[src/rtl/term_io_pkg.sv]
package term_io_pkg;

  // Which register of the window an access hits
  typedef enum logic [2:0] {
    SEL_NONE = 3'd0,
    SEL_STAT = 3'd1,
    SEL_DATA = 3'd2,
    SEL_TX   = 3'd3,
    SEL_CLR  = 3'd4
  } reg_sel_e;

endpackage

[src/rtl/term_addr_decode.sv]
module term_addr_decode
  import term_io_pkg::*;
#(
  parameter int              ADDR_W    = 16,
  parameter logic [ADDR_W-1:0] BASE_ADDR = 16'h00F0
) (
  input  logic [ADDR_W-1:0] addr,
  output reg_sel_e          sel
);

  localparam int HI_W = ADDR_W - 2;

  logic [HI_W-1:0] base_hi;
  logic            hit;

  assign base_hi = BASE_ADDR[ADDR_W-1:2];
  assign hit     = (addr[ADDR_W-1:2] == base_hi);

  always_comb begin
    sel = SEL_NONE;
    if (hit) begin
      case (addr[1:0])
        2'd0:    sel = SEL_STAT;
        2'd1:    sel = SEL_DATA;
        2'd2:    sel = SEL_TX;
        default: sel = SEL_CLR;
      endcase
    end
  end

endmodule

[src/rtl/term_rx_fifo.sv]
module term_rx_fifo #(
  parameter int DEPTH  = 16,
  parameter int DATA_W = 8
) (
  input  logic                          clk,
  input  logic                          rst,
  input  logic                          push,
  input  logic [DATA_W-1:0]             push_data,
  input  logic                          pop_req,
  output logic [DATA_W-1:0]             head,
  output logic                          empty,
  output logic                          full,
  output logic [$clog2(DEPTH+1)-1:0]    count,
  output logic                          overflow
);

  localparam int PTR_W = (DEPTH > 1) ? $clog2(DEPTH) : 1;
  localparam int CNT_W = $clog2(DEPTH + 1);
  localparam logic [PTR_W-1:0] LAST = PTR_W'(DEPTH - 1);

  logic [DATA_W-1:0] mem [DEPTH];
  logic [PTR_W-1:0]  wr_ptr, rd_ptr;
  logic [CNT_W-1:0]  cnt_q;
  logic              ov_q;
  logic              pop_ok, push_ok;

  assign empty   = (cnt_q == '0);
  assign full    = (cnt_q == CNT_W'(DEPTH));
  assign pop_ok  = pop_req && !empty;
  assign push_ok = push && (!full || pop_ok);
  assign head    = mem[rd_ptr];
  assign count   = cnt_q;
  assign overflow = ov_q;

  // Storage: no reset, single write port
  always_ff @(posedge clk) begin
    if (push_ok) mem[wr_ptr] <= push_data;
  end

  always_ff @(posedge clk) begin
    if (rst) begin
      wr_ptr <= '0;
      rd_ptr <= '0;
      cnt_q  <= '0;
      ov_q   <= 1'b0;
    end else begin
      if (push_ok) wr_ptr <= (wr_ptr == LAST) ? '0 : wr_ptr + 1'b1;
      if (pop_ok)  rd_ptr <= (rd_ptr == LAST) ? '0 : rd_ptr + 1'b1;
      case ({push_ok, pop_ok})
        2'b10:   cnt_q <= cnt_q + 1'b1;
        2'b01:   cnt_q <= cnt_q - 1'b1;
        default: cnt_q <= cnt_q;
      endcase
      if (push && !push_ok) ov_q <= 1'b1;
    end
  end

endmodule

[src/rtl/term_tx_port.sv]
module term_tx_port #(
  parameter int DATA_W = 8
) (
  input  logic              clk,
  input  logic              rst,
  input  logic              wr_tx,
  input  logic              wr_clr,
  input  logic [DATA_W-1:0] wdata,
  output logic              out_valid,
  output logic [DATA_W-1:0] out_byte,
  output logic              out_clear
);

  always_ff @(posedge clk) begin
    if (rst) begin
      out_valid <= 1'b0;
      out_byte  <= '0;
      out_clear <= 1'b0;
    end else begin
      out_valid <= wr_tx;
      out_clear <= wr_clr;
      if (wr_tx) out_byte <= wdata;
    end
  end

endmodule

[src/rtl/term_io_periph.sv]
module term_io_periph
  import term_io_pkg::*;
#(
  parameter int                ADDR_W    = 16,
  parameter int                DATA_W    = 8,
  parameter int                DEPTH     = 16,
  parameter logic [ADDR_W-1:0] BASE_ADDR = 16'h00F0
) (
  input  logic              clk,
  input  logic              rst,
  input  logic [ADDR_W-1:0] bus_addr,
  input  logic              bus_rd,
  input  logic              bus_wr,
  input  logic [DATA_W-1:0] bus_wdata,
  output logic [DATA_W-1:0] bus_rdata,
  input  logic              host_push,
  input  logic [DATA_W-1:0] host_byte,
  output logic              out_valid,
  output logic [DATA_W-1:0] out_byte,
  output logic              out_clear,
  output logic              rx_overflow
);

  localparam int CNT_W = $clog2(DEPTH + 1);

  reg_sel_e          sel;
  logic [DATA_W-1:0] rx_head;
  logic              rx_empty, rx_full;
  logic [CNT_W-1:0]  rx_count;
  logic              pop_req, wr_tx, wr_clr;
  logic [DATA_W-1:0] rd_mux;

  term_addr_decode #(
    .ADDR_W    (ADDR_W),
    .BASE_ADDR (BASE_ADDR)
  ) u_dec (
    .addr (bus_addr),
    .sel  (sel)
  );

  assign pop_req = bus_rd && (sel == SEL_DATA);
  assign wr_tx   = bus_wr && (sel == SEL_TX);
  assign wr_clr  = bus_wr && (sel == SEL_CLR);

  term_rx_fifo #(
    .DEPTH  (DEPTH),
    .DATA_W (DATA_W)
  ) u_rx (
    .clk       (clk),
    .rst       (rst),
    .push      (host_push),
    .push_data (host_byte),
    .pop_req   (pop_req),
    .head      (rx_head),
    .empty     (rx_empty),
    .full      (rx_full),
    .count     (rx_count),
    .overflow  (rx_overflow)
  );

  term_tx_port #(
    .DATA_W (DATA_W)
  ) u_tx (
    .clk       (clk),
    .rst       (rst),
    .wr_tx     (wr_tx),
    .wr_clr    (wr_clr),
    .wdata     (bus_wdata),
    .out_valid (out_valid),
    .out_byte  (out_byte),
    .out_clear (out_clear)
  );

  always_comb begin
    case (sel)
      SEL_STAT: rd_mux = {{(DATA_W-1){1'b0}}, ~rx_empty};
      SEL_DATA: rd_mux = rx_empty ? '0 : rx_head;
      default:  rd_mux = '0;
    endcase
  end

  always_ff @(posedge clk) begin
    if (rst)         bus_rdata <= '0;
    else if (bus_rd) bus_rdata <= rd_mux;
    else             bus_rdata <= '0;
  end

endmodule

[config.mk]
export PLATFORM = sky130hd
export DESIGN_NAME = term_io_periph
export DESIGN_NICKNAME = d
export VERILOG_FILES = /design/src/rtl/term_io_pkg.sv /design/src/rtl/term_addr_decode.sv /design/src/rtl/term_rx_fifo.sv /design/src/rtl/term_tx_port.sv /design/src/rtl/term_io_periph.sv
export SDC_FILE = /design/constraint.sdc
export NUM_CORES = 1
export LEC_CHECK = 0
export ABC_AREA = 1
export BUFFER_PORTS_ARGS = -buffer_cell sky130_fd_sc_hd__buf_2
export CELL_PAD_IN_SITES_DETAIL_PLACEMENT = 0
export CELL_PAD_IN_SITES_GLOBAL_PLACEMENT = 1
export CORE_MARGIN = 2
export CORE_UTILIZATION = 46
export CTS_CLUSTER_SIZE = 14
export DETAILED_ROUTE_END_ITERATION = 8
export PLACE_DENSITY = 0.79
export SLEW_MARGIN = 20
export SYNTH_ARGS = -nofsm -noshare
export SYNTH_HDL_FRONTEND = slang
export SYNTH_SLANG_ARGS = --single-unit
[constraint.sdc]
create_clock -name clk -period 3.5 [get_ports clk]
set_input_delay 0.525 -clock clk [delete_from_list [all_inputs] [get_ports clk]]
set_output_delay 0.525 -clock clk [all_outputs]
set_load 0.1 [all_outputs]
==> results of run 1 <==
-- sequential cells by signal (all words and copies together), names as in the netlist, named ones only --
signal,flops
u_rx.wr_ptr,4
u_rx.mem,128
u_rx.overflow,1
u_rx.rd_ptr,4
u_tx.out_byte,8
u_tx.out_clear,1
u_rx.count,5
bus_rdata,8
u_tx.out_valid,1
-- critical path, delay by kind of cell --
| kind | cells | cell delay [ns] |
|---|---|---|
| buffers and inverters | 2 | 0.14 |
| AND/OR/NAND/NOR | 8 | 1.22 |
| XOR/XNOR | 1 | 0.18 |
| adder cells (fa/ha/maj) | 3 | 0.67 |
| AO/OA/AOI/OAI | 3 | 0.35 |
-- placed cells by master, fill, tap and decap left out, types with 3 or more instances in the layout --
cell and instances:
buf_2 55, dfxtp_1 35, xor2_1 7, edfxtp_1 128, inv_1 37, clkbuf_16 17, clkinv_2 5, a21oi_1 8
nor2_1 116, clkbuf_1 3, nand2_1 82, buf_4 19, o21ai_0 77, nand3_1 42, nand4_1 3, nor3_1 13
o22ai_1 19, clkinvlp_4 3, clkbuf_8 3, and3_1 8, ha_1 12
-- logic make-up (layout without fill, tap and decap cells) --
kind of cell | after synthesis | count (layout) | synth area share (%)
and+or+nand+nor | 273 | 273 | 17.4
adders and majority gates | 12 | 12 | 2.20
DFF | 164 | 164 | 66.9
xor gates and xnor gates | 7 | 7 | 0.898
AOI/OAI and AO/OA | 112 | 112 | 8.74
buffers and inverters | 67 | 147 | 3.90
-- metrics by stage --
step | worst slack (ns) | std cells | total power [mW] | instance area [um^2]
floorplan | 0.572 | 635 | 2.25 | 6830
global placement | 0.405 | 867 | 2.32 | 7360
detailed placement | 0.299 | 867 | 2.33 | 7360
CTS | 0.738 | 899 | 4.13 | 7940
global route | 0.530 | 899 | 4.23 | 7950
finish | 0.707 | 899 | 4.10 | 7950
-- final cells by class --
class                      count  area (um^2)  share of cell area (%)
timing repair buffer          74          418                    5.26
sequential                   164         4570                    57.5
multi-input combinational    404         2000                    25.1
tap                          184          230                    2.90
inverter                      41          155                    1.95
clock inverter                 9          103                    1.29
clock buffer                  23          478                    6.02
-- routing by layer --
layer / vias to the layer above / GRT usage [%]
li1: 2332 / -
met5: - / 0
met3: 26 / 3.87
met4: 0 / 8.86
met2: 141 / 33.3
met1: 2296 / 24.6
-- power by group through the flow --
stage | Combinational [mW] | Sequential [mW] | Clock, mW
6_report | 0.148 | 2.14 | 1.81
5_1_grt | 0.168 | 2.14 | 1.92
4_1_cts | 0.151 | 2.14 | 1.84
3_5_place_dp | 0.150 | 2.18 | 0
3_3_place_gp | 0.144 | 2.18 | 0
2_1_floorplan | 0.0772 | 2.18 | 0
-- worst max-delay path by stage --
stage                      from             to  slack (ns)  depth (start not counted)
global route        bus_addr[0]  u_rx.count[4]        0.53                         18
detailed placement  bus_addr[0]  u_rx.count[4]        0.30                         18
finish              bus_addr[0]  u_rx.count[4]        0.71                         17
CTS                 bus_addr[0]  u_rx.count[4]        0.74                         18
global placement    bus_addr[0]  u_rx.count[4]        0.41                         18
floorplan           bus_addr[0]  u_rx.count[4]        0.57                         18
==> flow_summary.yaml, run 1 <==
worst_setup_path:
  start_kind: "primary input"
  slowest_stage: "or2_1"
  r2r_cells: 16
  critPathMaxStageDelay_ns: 0.30
  reg2reg_slack_ns: 0.84
  critPathKind: "primary input to flop"
  worstPathCellList: "buf_2 > inv_1 > ha_1 > or2_1 > nor2_4 > nand4_4 > nand2_4 > nand2_4 > ha_1 > xor2_1 > ha_1 > a21o_1 > and3_1 > o21bai_1 > nand2_1 > nand2_1 > a21oi_1"
  cp.arrival_ns: 3.11
  r2r-start: "u_rx.count[0]"
  crit_top_cell: "ha_1"
  required_ns: 3.82
  critPathMaxFanout: 17
  r2r-end: "u_rx.count[4]"
  end_kind: "flop"
placement:
  gp_congestion: 0.778
  dp_hpwl_um: 9400
  numPortBuffers: 55
layout:
  fin_util_pct: 54.7
  layout-drive-gt1-share_pct: 15.8
  syn_to_final_growth_pct: 16.4
  layout.nets: 751
  fill_cells: 1265
  num_antenna_cells: 0
logic_synthesis:
  ys_seq_area_share_pct: 66.9
  ys_seq_elements: 164
  synth_edf_count: 128
  synth_top_cell_by_area: "edfxtp_1"
  syn_area_mm2: 0.00683
  avgSynthCellArea_um2: 10.8
  yosys_warnings: 0
  synthFlopType: "edfxtp_1"
  synthTopCellsByCount: "edfxtp_1 (128), nor2_1 (116), nand2_1 (82)"
  syn_inst: 635
  netlist_top_cells_area: "edfxtp_1 (56%), dfxtp_1 (11%), nor2_1 (6.4%)"
  ys_types: 30
  synth.net_count: 684
  synth_most_common_cell: "edfxtp_1"
  synthArstFlopShare_pct: 0
  synth.top_cell.area_share_pct: 56.3
grt:
  grt_pass1_vias: 4765
  grt_pass1_wl_um: 24100
  grt_max_degree: 66
  gr-total-overflow: 0
  grt_use_total_pct: 19.7
  antenna_found_initial: 0
timing:
  slew_headroom_pct: 35.4
  holdWs_ns: 0.327
  max_clock_freq_mhz: 358
  fin_crit_sh_pct: 79.8
  tns_ns: 0
  rsz0062_at_grt: "false"
  period_minus_slack_ns: 2.79
  worst_slew_pin_slew_ns: 0.968
  setup_viol: 0
  hold_viol: 0
  maxSlewViolCount: 0
  skew_ns: 0.00854
power:
  pwr_density_cell_mw_per_mm2: 516
  switching_share_pct: 20.1
  p_leak_nw: 3.13
  p_clk_share_pct: 44.2
  power.internal_mw: 3.28
  irDropWorstVdd_mv: 0.304
  p_sw_mw: 0.822
  pwr-share-comb_pct: 3.6
  power_frac_seq_pct: 52.2
clock_tree:
  hold_buffers: 0
  htree_levels: 4
  post_cts_buffers: 0
  cts_root_buf: "clkbuf_16"
  cts-buffers-inserted: 17
  clockBufferDepth: 2
  path_clk_slew_ns: 0.06
  cts_tree: "built"
  clkLatencyLatePin_ns: 0.42
  cts_resized: 0
  clock-sinks: 164
hold_path:
  min_to: "u_tx.out_byte[2]"
  hp-start: "bus_wdata[2]"
  holdPathStages: 3
  hold_class: "primary input to flop"
route:
  m1WireLength_um: 6420
  wl_met3_um: 781
  drt_drc_violations_left: 0
  routedWlPerCell_um: 16.7
  vias_per_cell: 5.33
  highest_layer: "met4"
  drt-total-wl_um: 15000
  vias: 4795
  ant_nets: 0
  drt_iter0_markers: 445
  dr_wl_met2_um: 7400
  dr.pass1.iters: 5
floorplan:
  rows: 44
  die_area_mm2: 0.0158
  core-area_mm2: 0.0145
  io_pins: 56
  die_w_um: 126
  initial_core_util_pct: 47.0
  dieHeight_um: 126
job:
  maxCapViolCount: 0
outcome:
  outcome: "completed"
No activity file was read; power rests on OpenSTA's default activity.
==> inputs of run 2 (changes only) <==
ABC_AREA = 0   (was 1)
PLACE_DENSITY = 0.78   (was 0.79)
clock period = 2.37 ns   (was 3.5 ns; I/O delays follow)
==> flow_summary.yaml, run 2 <==
hold_path:
  hold_class: "primary input to flop"
  holdPathStages: 3
  hp-start: "bus_wdata[3]"
  min_to: "u_tx.out_byte[3]"
power:
  p_leak_nw: 2.88
  pwr_density_cell_mw_per_mm2: 711
  irDropWorstVdd_mv: 0.454
placement:
  gp_congestion: 0.778
  place_ws_ns: -0.654
  numPortBuffers: 55
  dp_hpwl_um: 9010
worst_setup_path:
  crit_family: "simple AND/OR/NAND/NOR gates"
  slowest_stage: "or4_4"
  critPathKind: "flop to flop"
  worstPathCellList: "or4_4 > o211ai_4 > or2_4 > inv_4 > ha_4 > xor2_2 > ha_2 > o21a_1 > o21ai_2 > nand2b_1 > a211oi_2 > mux2_4"
  r2r-start: "u_rx.count[1]"
  r2r-end: "u_rx.count[4]"
  cp.arrival_ns: 3.12
  critPathMaxFanout: 2
  required_ns: 2.67
  end_kind: "flop"
  start_kind: "flop"
  reg2reg_slack_ns: -0.45
  worst-path-buf-inv: 1
  r2r_cells: 12
  critPathMaxStageDelay_ns: 0.55
layout:
  reg_top3: "u_rx.mem: 128 flops, bus_rdata: 8 flops, u_tx.out_byte: 8 flops"
  final_cell_mix: "edfxtp_1 (128), buf_2 (55), buf_4 (50), dfxtp_1 (33), mux4_2 (23)"
  largest_reg_flops: 128
  layout.nets: 544
  syn_to_final_growth_pct: 22.4
  layout-drive-gt1-share_pct: 37.6
  regMostFlops: "u_rx.mem"
  fin_util_pct: 57.0
  num_antenna_cells: 0
  final_common_cell: "edfxtp_1"
clock_tree:
  path_clk_slew_ns: 0.06
  htree_levels: 4
  clock-sinks: 164
  cts-buffers-inserted: 17
  cts_root_buf: "clkbuf_16"
  hold_buffers: 0
  clockBufferDepth: 2
  cts_tree: "built"
  clkLatencyLatePin_ns: 0.41
timing:
  finalWorstSetupSlack_ns: -0.446
  worst_slew_pin_slew_ns: 0.577
  maxSlewViolCount: 0
  hold_viol: 0
  rsz0062_at_grt: "true"
  slew_headroom_pct: 61.5
  tns_ns: -0.932
  period_minus_slack_ns: 2.82
  holdWs_ns: 0.181
  fin_crit_sh_pct: 119
  setup_viol: 3
  skew_ns: 0.0114
  max_clock_freq_mhz: 355
route:
  vias_per_cell: 5.49
  drt-total-wl_um: 13600
  dr.pass1.iters: 5
  routedWlPerCell_um: 19.6
  drt_iter0_markers: 265
  vias: 3796
  drt_drc_violations_left: 0
  ant_nets: 0
grt:
  grt_pass1_vias: 3978
  antenna_found_initial: 0
  grt_use_total_pct: 18.5
  grt_pass1_wl_um: 21600
  gr-total-overflow: 0
  grt_max_degree: 33
floorplan:
  io_pins: 56
  dieHeight_um: 125
  die_w_um: 125
  die_area_mm2: 0.0155
  initial_core_util_pct: 46.5
  rows: 44
  core-area_mm2: 0.0144
logic_synthesis:
  synth_top_cell_by_area: "edfxtp_1"
  synthArstFlopShare_pct: 0
  syn_inst: 387
  avgSynthCellArea_um2: 17.3
  netlist_top_cells_area: "edfxtp_1 (57%), dfxtp_1 (11%), mux4_2 (7.7%)"
  syn_area_mm2: 0.00669
  synth_most_common_cell: "edfxtp_1"
  ys_types: 51
  synth.top_cell.area_share_pct: 57.5
  ys_seq_area_share_pct: 68.3
  yosys_warnings: 0
  ys_seq_elements: 164
  synth.net_count: 436
  synthTopCellsByCount: "edfxtp_1 (128), dfxtp_1 (36), mux4_2 (23)"
  synth_edf_count: 128
  synthFlopType: "edfxtp_1"
outcome:
  outcome: "complete, but fails checks"
  failed_checks: "setup timing"
job:
  maxCapViolCount: 0
run 2: cell types whose count changed in the layout (fill, tap and decap cells not counted), sizes merged, moves of 31 or more:
cell   previous run  this run
nand3            42         8
nor2            118        22
nand2            84        13
o21ai            79        19
inv              39         8
mux4              0        38
buf              74       109
run 2: where the power goes:
| part | switching [mW] | internal, mW |
|---|---|---|
| Sequential | 0.0104 | 3.13 |
| Combinational | 0.134 | 0.108 |
| Clock | 1.02 | 1.42 |
run 2: worst max path at each step:
| stage | from | endpoint | cells after the start |
|---|---|---|---|
| final | u_rx.count[1] | u_rx.count[4] | 12 |
| after global routing | u_rx.count[1] | u_rx.count[4] | 13 |
| after CTS | u_rx.count[0] | u_rx.count[4] | 13 |
| after detailed placement | bus_addr[0] | u_rx.count[4] | 15 |
| after global placement | bus_addr[0] | u_rx.count[4] | 15 |
| after floorplan | u_rx.count[0] | u_rx.count[4] | 14 |
run 2: what timing repair did:
action	CTS	global route
pin swaps	1	9
buffers inserted	2	4
gates resized for setup	3	5
endpoints found under the setup margin	3	3
run 2: through the flow:
stage,cell area (um^2),power (mW),std cells
after global routing,8190,6.03,692
after global placement,7580,3.42,654
after detailed placement,7580,3.43,654
final,8190,5.82,692
after floorplan,6800,3.30,387
after CTS,8130,5.87,688
run 2: worst reg2reg max path, delay by kind of cell, from the launching register on:
kind	cells	cell delay, ns
compound gates	4	0.79
xor+xnor	1	0.14
fa+ha+maj	2	0.32
buf+inv	1	0.04
flops	1	0.32
mux	1	0.31
simple gates	3	0.79
run 2: kinds of logic (layout without fill, tap and decap cells):
kind of cell,count (synthesis),after routing,share of synthesized area (%)
mux,46,46,14.9
simple gates,81,81,7.20
fa+ha+maj,12,12,2.25
buf+inv,28,149,2.21
flops,164,164,68.3
xor+xnor,5,5,0.655
compound gates,51,51,4.56
run 2: layout make-up:
cell class / instances / area, um^2
Clock buffer: 20 / 437
Sequential cell: 164 / 4570
Fill cell: 1100 / 6180
Multi-Input combinational cell: 195 / 2090
Inverter: 8 / 50.0
Clock inverter: 12 / 90.1
Tap cell: 184 / 230
Timing Repair Buffer: 109 / 722
run 2: metal layers:
layer  GRT usage, %  part of all wire (%)  vias to the layer above
met5              0                     0                        -
met4           7.07                   1.3                        0
met3           3.52                   4.6                       15
met2           31.7                    51                      107
met1           23.5                    43                     1922
li1               -                     -                     1752
==> inputs of run 3 (changes only) <==
GPL_TIMING_DRIVEN = 0   (was unset)
HOLD_SLACK_MARGIN = 0.1   (was unset)
PLACE_DENSITY = 0.77   (was 0.78)
==> flow_summary.yaml, run 3 (synthesis gave the netlist of run 2 again) <==
outcome:
  outcome: "complete, but fails checks"
  failed_checks: "setup timing"
power:
  irDropWorstVdd_mv: 0.579
  power.internal_mw: 4.90
  switching_share_pct: 20.3
  pwr-share-comb_pct: 3.9
  power_frac_seq_pct: 51.1
  p_clk_share_pct: 44.9
  p_sw_mw: 1.25
  pwr_density_cell_mw_per_mm2: 733
  p_leak_nw: 2.85
clock_tree:
  cts_tree: "built"
  cts-buffers-inserted: 17
  clkLatencyLatePin_ns: 0.42
  htree_levels: 4
  hold_buffers: 0
  path_clk_slew_ns: 0.06
  cts_root_buf: "clkbuf_16"
  clockBufferDepth: 2
  clock-sinks: 164
layout:
  largest_reg_flops: 128
  num_antenna_cells: 0
  final_common_cell: "edfxtp_1"
  reg_top3: "u_rx.mem: 128 flops, bus_rdata: 8 flops, u_tx.out_byte: 8 flops"
  syn_to_final_growth_pct: 25.4
  layout.nets: 536
  regMostFlops: "u_rx.mem"
  layout-drive-gt1-share_pct: 38.8
  fin_cells: 684
  final_cell_mix: "edfxtp_1 (128), buf_2 (54), dfxtp_1 (32), mux4_2 (23), buf_4 (21)"
route:
  vias: 3733
  drt_iter0_markers: 329
  routedWlPerCell_um: 19.7
  vias_per_cell: 5.46
  drt_drc_violations_left: 0
  ant_nets: 0
  drt-total-wl_um: 13500
  dr.pass1.iters: 4
worst_setup_path:
  worstPathCellList: "or4_4 > o211ai_4 > or2_1 > buf_6 > inv_4 > ha_4 > buf_8 > xor2_4 > ha_4 > o21a_1 > o21ai_1 > nand2b_1 > a211oi_2 > mux2_4"
  reg2reg_slack_ns: -0.59
  r2r-start: "u_rx.count[0]"
  critPathMaxStageDelay_ns: 0.54
  worst-path-buf-inv: 3
  setup.worst_path.start: "u_rx.count[0]"
  start_kind: "flop"
  crit_top_cell: "ha_4"
  r2r_cells: 14
  critPathMaxFanout: 4
  crit_end: "u_rx.count[4]"
  end_kind: "flop"
  slowest_stage: "or4_4"
  cp.arrival_ns: 3.27
  critPathKind: "flop to flop"
  crit_cells: 14
  required_ns: 2.68
  r2r-end: "u_rx.count[4]"
  crit_family: "simple AND/OR/NAND/NOR gates"
grt:
  grt_max_degree: 17
  antenna_found_initial: 0
  grt_pass1_wl_um: 20600
  gr-total-overflow: 0
  grt_pass1_vias: 3752
  grt_use_total_pct: 18.1
placement:
  dpl.cell_count: 625
  dp_hpwl_um: 8310
  gp_congestion: 0.776
  numPortBuffers: 54
hold_path:
  hold_class: "primary input to flop"
timing:
  fin_crit_sh_pct: 125
  period_minus_slack_ns: 2.96
  rsz0062_at_grt: "true"
  slew_headroom_pct: 45.1
  max_clock_freq_mhz: 337
  skew_ns: 0.0103
  finalWorstSetupSlack_ns: -0.594
  maxSlewViolCount: 0
  setup_viol: 3
  hold_viol: 0
  holdWs_ns: 0.178
  worst_slew_pin_slew_ns: 0.822
floorplan:
  io_pins: 56
  die_w_um: 125
  rows: 44
  die_area_mm2: 0.0155
  core-area_mm2: 0.0144
  dieHeight_um: 125
  initial_core_util_pct: 46.5
job:
  maxCapViolCount: 0
## run 3: power by group through the flow
| stage | registers [mW] | logic [mW] | clock network (mW) |
|---|---|---|---|
| global route | 3.14 | 0.267 | 2.94 |
| finish | 3.14 | 0.242 | 2.76 |
| global placement | 3.20 | 0.192 | 0 |
| floorplan | 3.20 | 0.107 | 0 |
| detailed placement | 3.20 | 0.197 | 0 |
| CTS | 3.14 | 0.205 | 2.81 |
## run 3: through the flow
stage	setup slack, ns	power [mW]	utilization [%]	area (um^2)	TNS [ns]
final	-0.594	6.15	58.4	8390	-1.43
after detailed placement	-0.999	3.40	50.8	7310	-76.40
after global routing	-0.737	6.35	58.4	8390	-1.86
after floorplan	-0.623	3.30	-	6800	-1.06
after global placement	-0.974	3.39	50.8	7300	-77.58
after CTS	-0.620	6.16	56.0	8050	-3.48
## run 3: worst min-delay path by stage
| stage | startpoint | end | slack, ns | cells after the start |
|---|---|---|---|---|
| floorplan | host_byte[0] | u_rx.mem[0][0] | 0.45 | 0 |
| global placement | u_rx.overflow | u_rx.overflow | 0.45 | 2 |
| detailed placement | u_tx.out_byte[6] | u_tx.out_byte[6] | 0.47 | 2 |
| CTS | bus_wdata[2] | u_tx.out_byte[2] | 0.15 | 3 |
| global route | bus_wdata[2] | u_tx.out_byte[2] | 0.17 | 3 |
| finish | bus_wdata[2] | u_tx.out_byte[2] | 0.18 | 3 |
## run 3: layer usage
metal,routed length [um],GRT usage (%)
met1,5590,23.3
met2,6910,29.3
met3,844,5.11
met4,148,7.14
met5,0,0
## run 3: final cells by class
| type | count | area, um^2 |
|---|---|---|
| repair buffers | 83 | 562 |
| well taps | 184 | 230 |
| clock inverters | 15 | 175 |
| multi-input cells | 195 | 2250 |
| inverters | 8 | 50.0 |
| flip-flops and latches | 164 | 4570 |
| plain buffers | 18 | 120 |
| fillers | 1052 | 5980 |
| clock buffers | 17 | 425 |
## run 3: tightest hold or removal path, delay by kind of cell
family,cells,cell delay [ns]
buffers and inverters,1,0.09
and+or+nand+nor,1,0.04
AOI/OAI and AO/OA,1,0.05
## run 3: what timing repair did
item | 4_1_cts | 5_1_grt
hold endpoints to repair | 0 | 0
resized for setup | 22 | 28
setup endpoints to repair | 109 | 131
buffers inserted | 10 | 19
pin swaps | 9 | 16
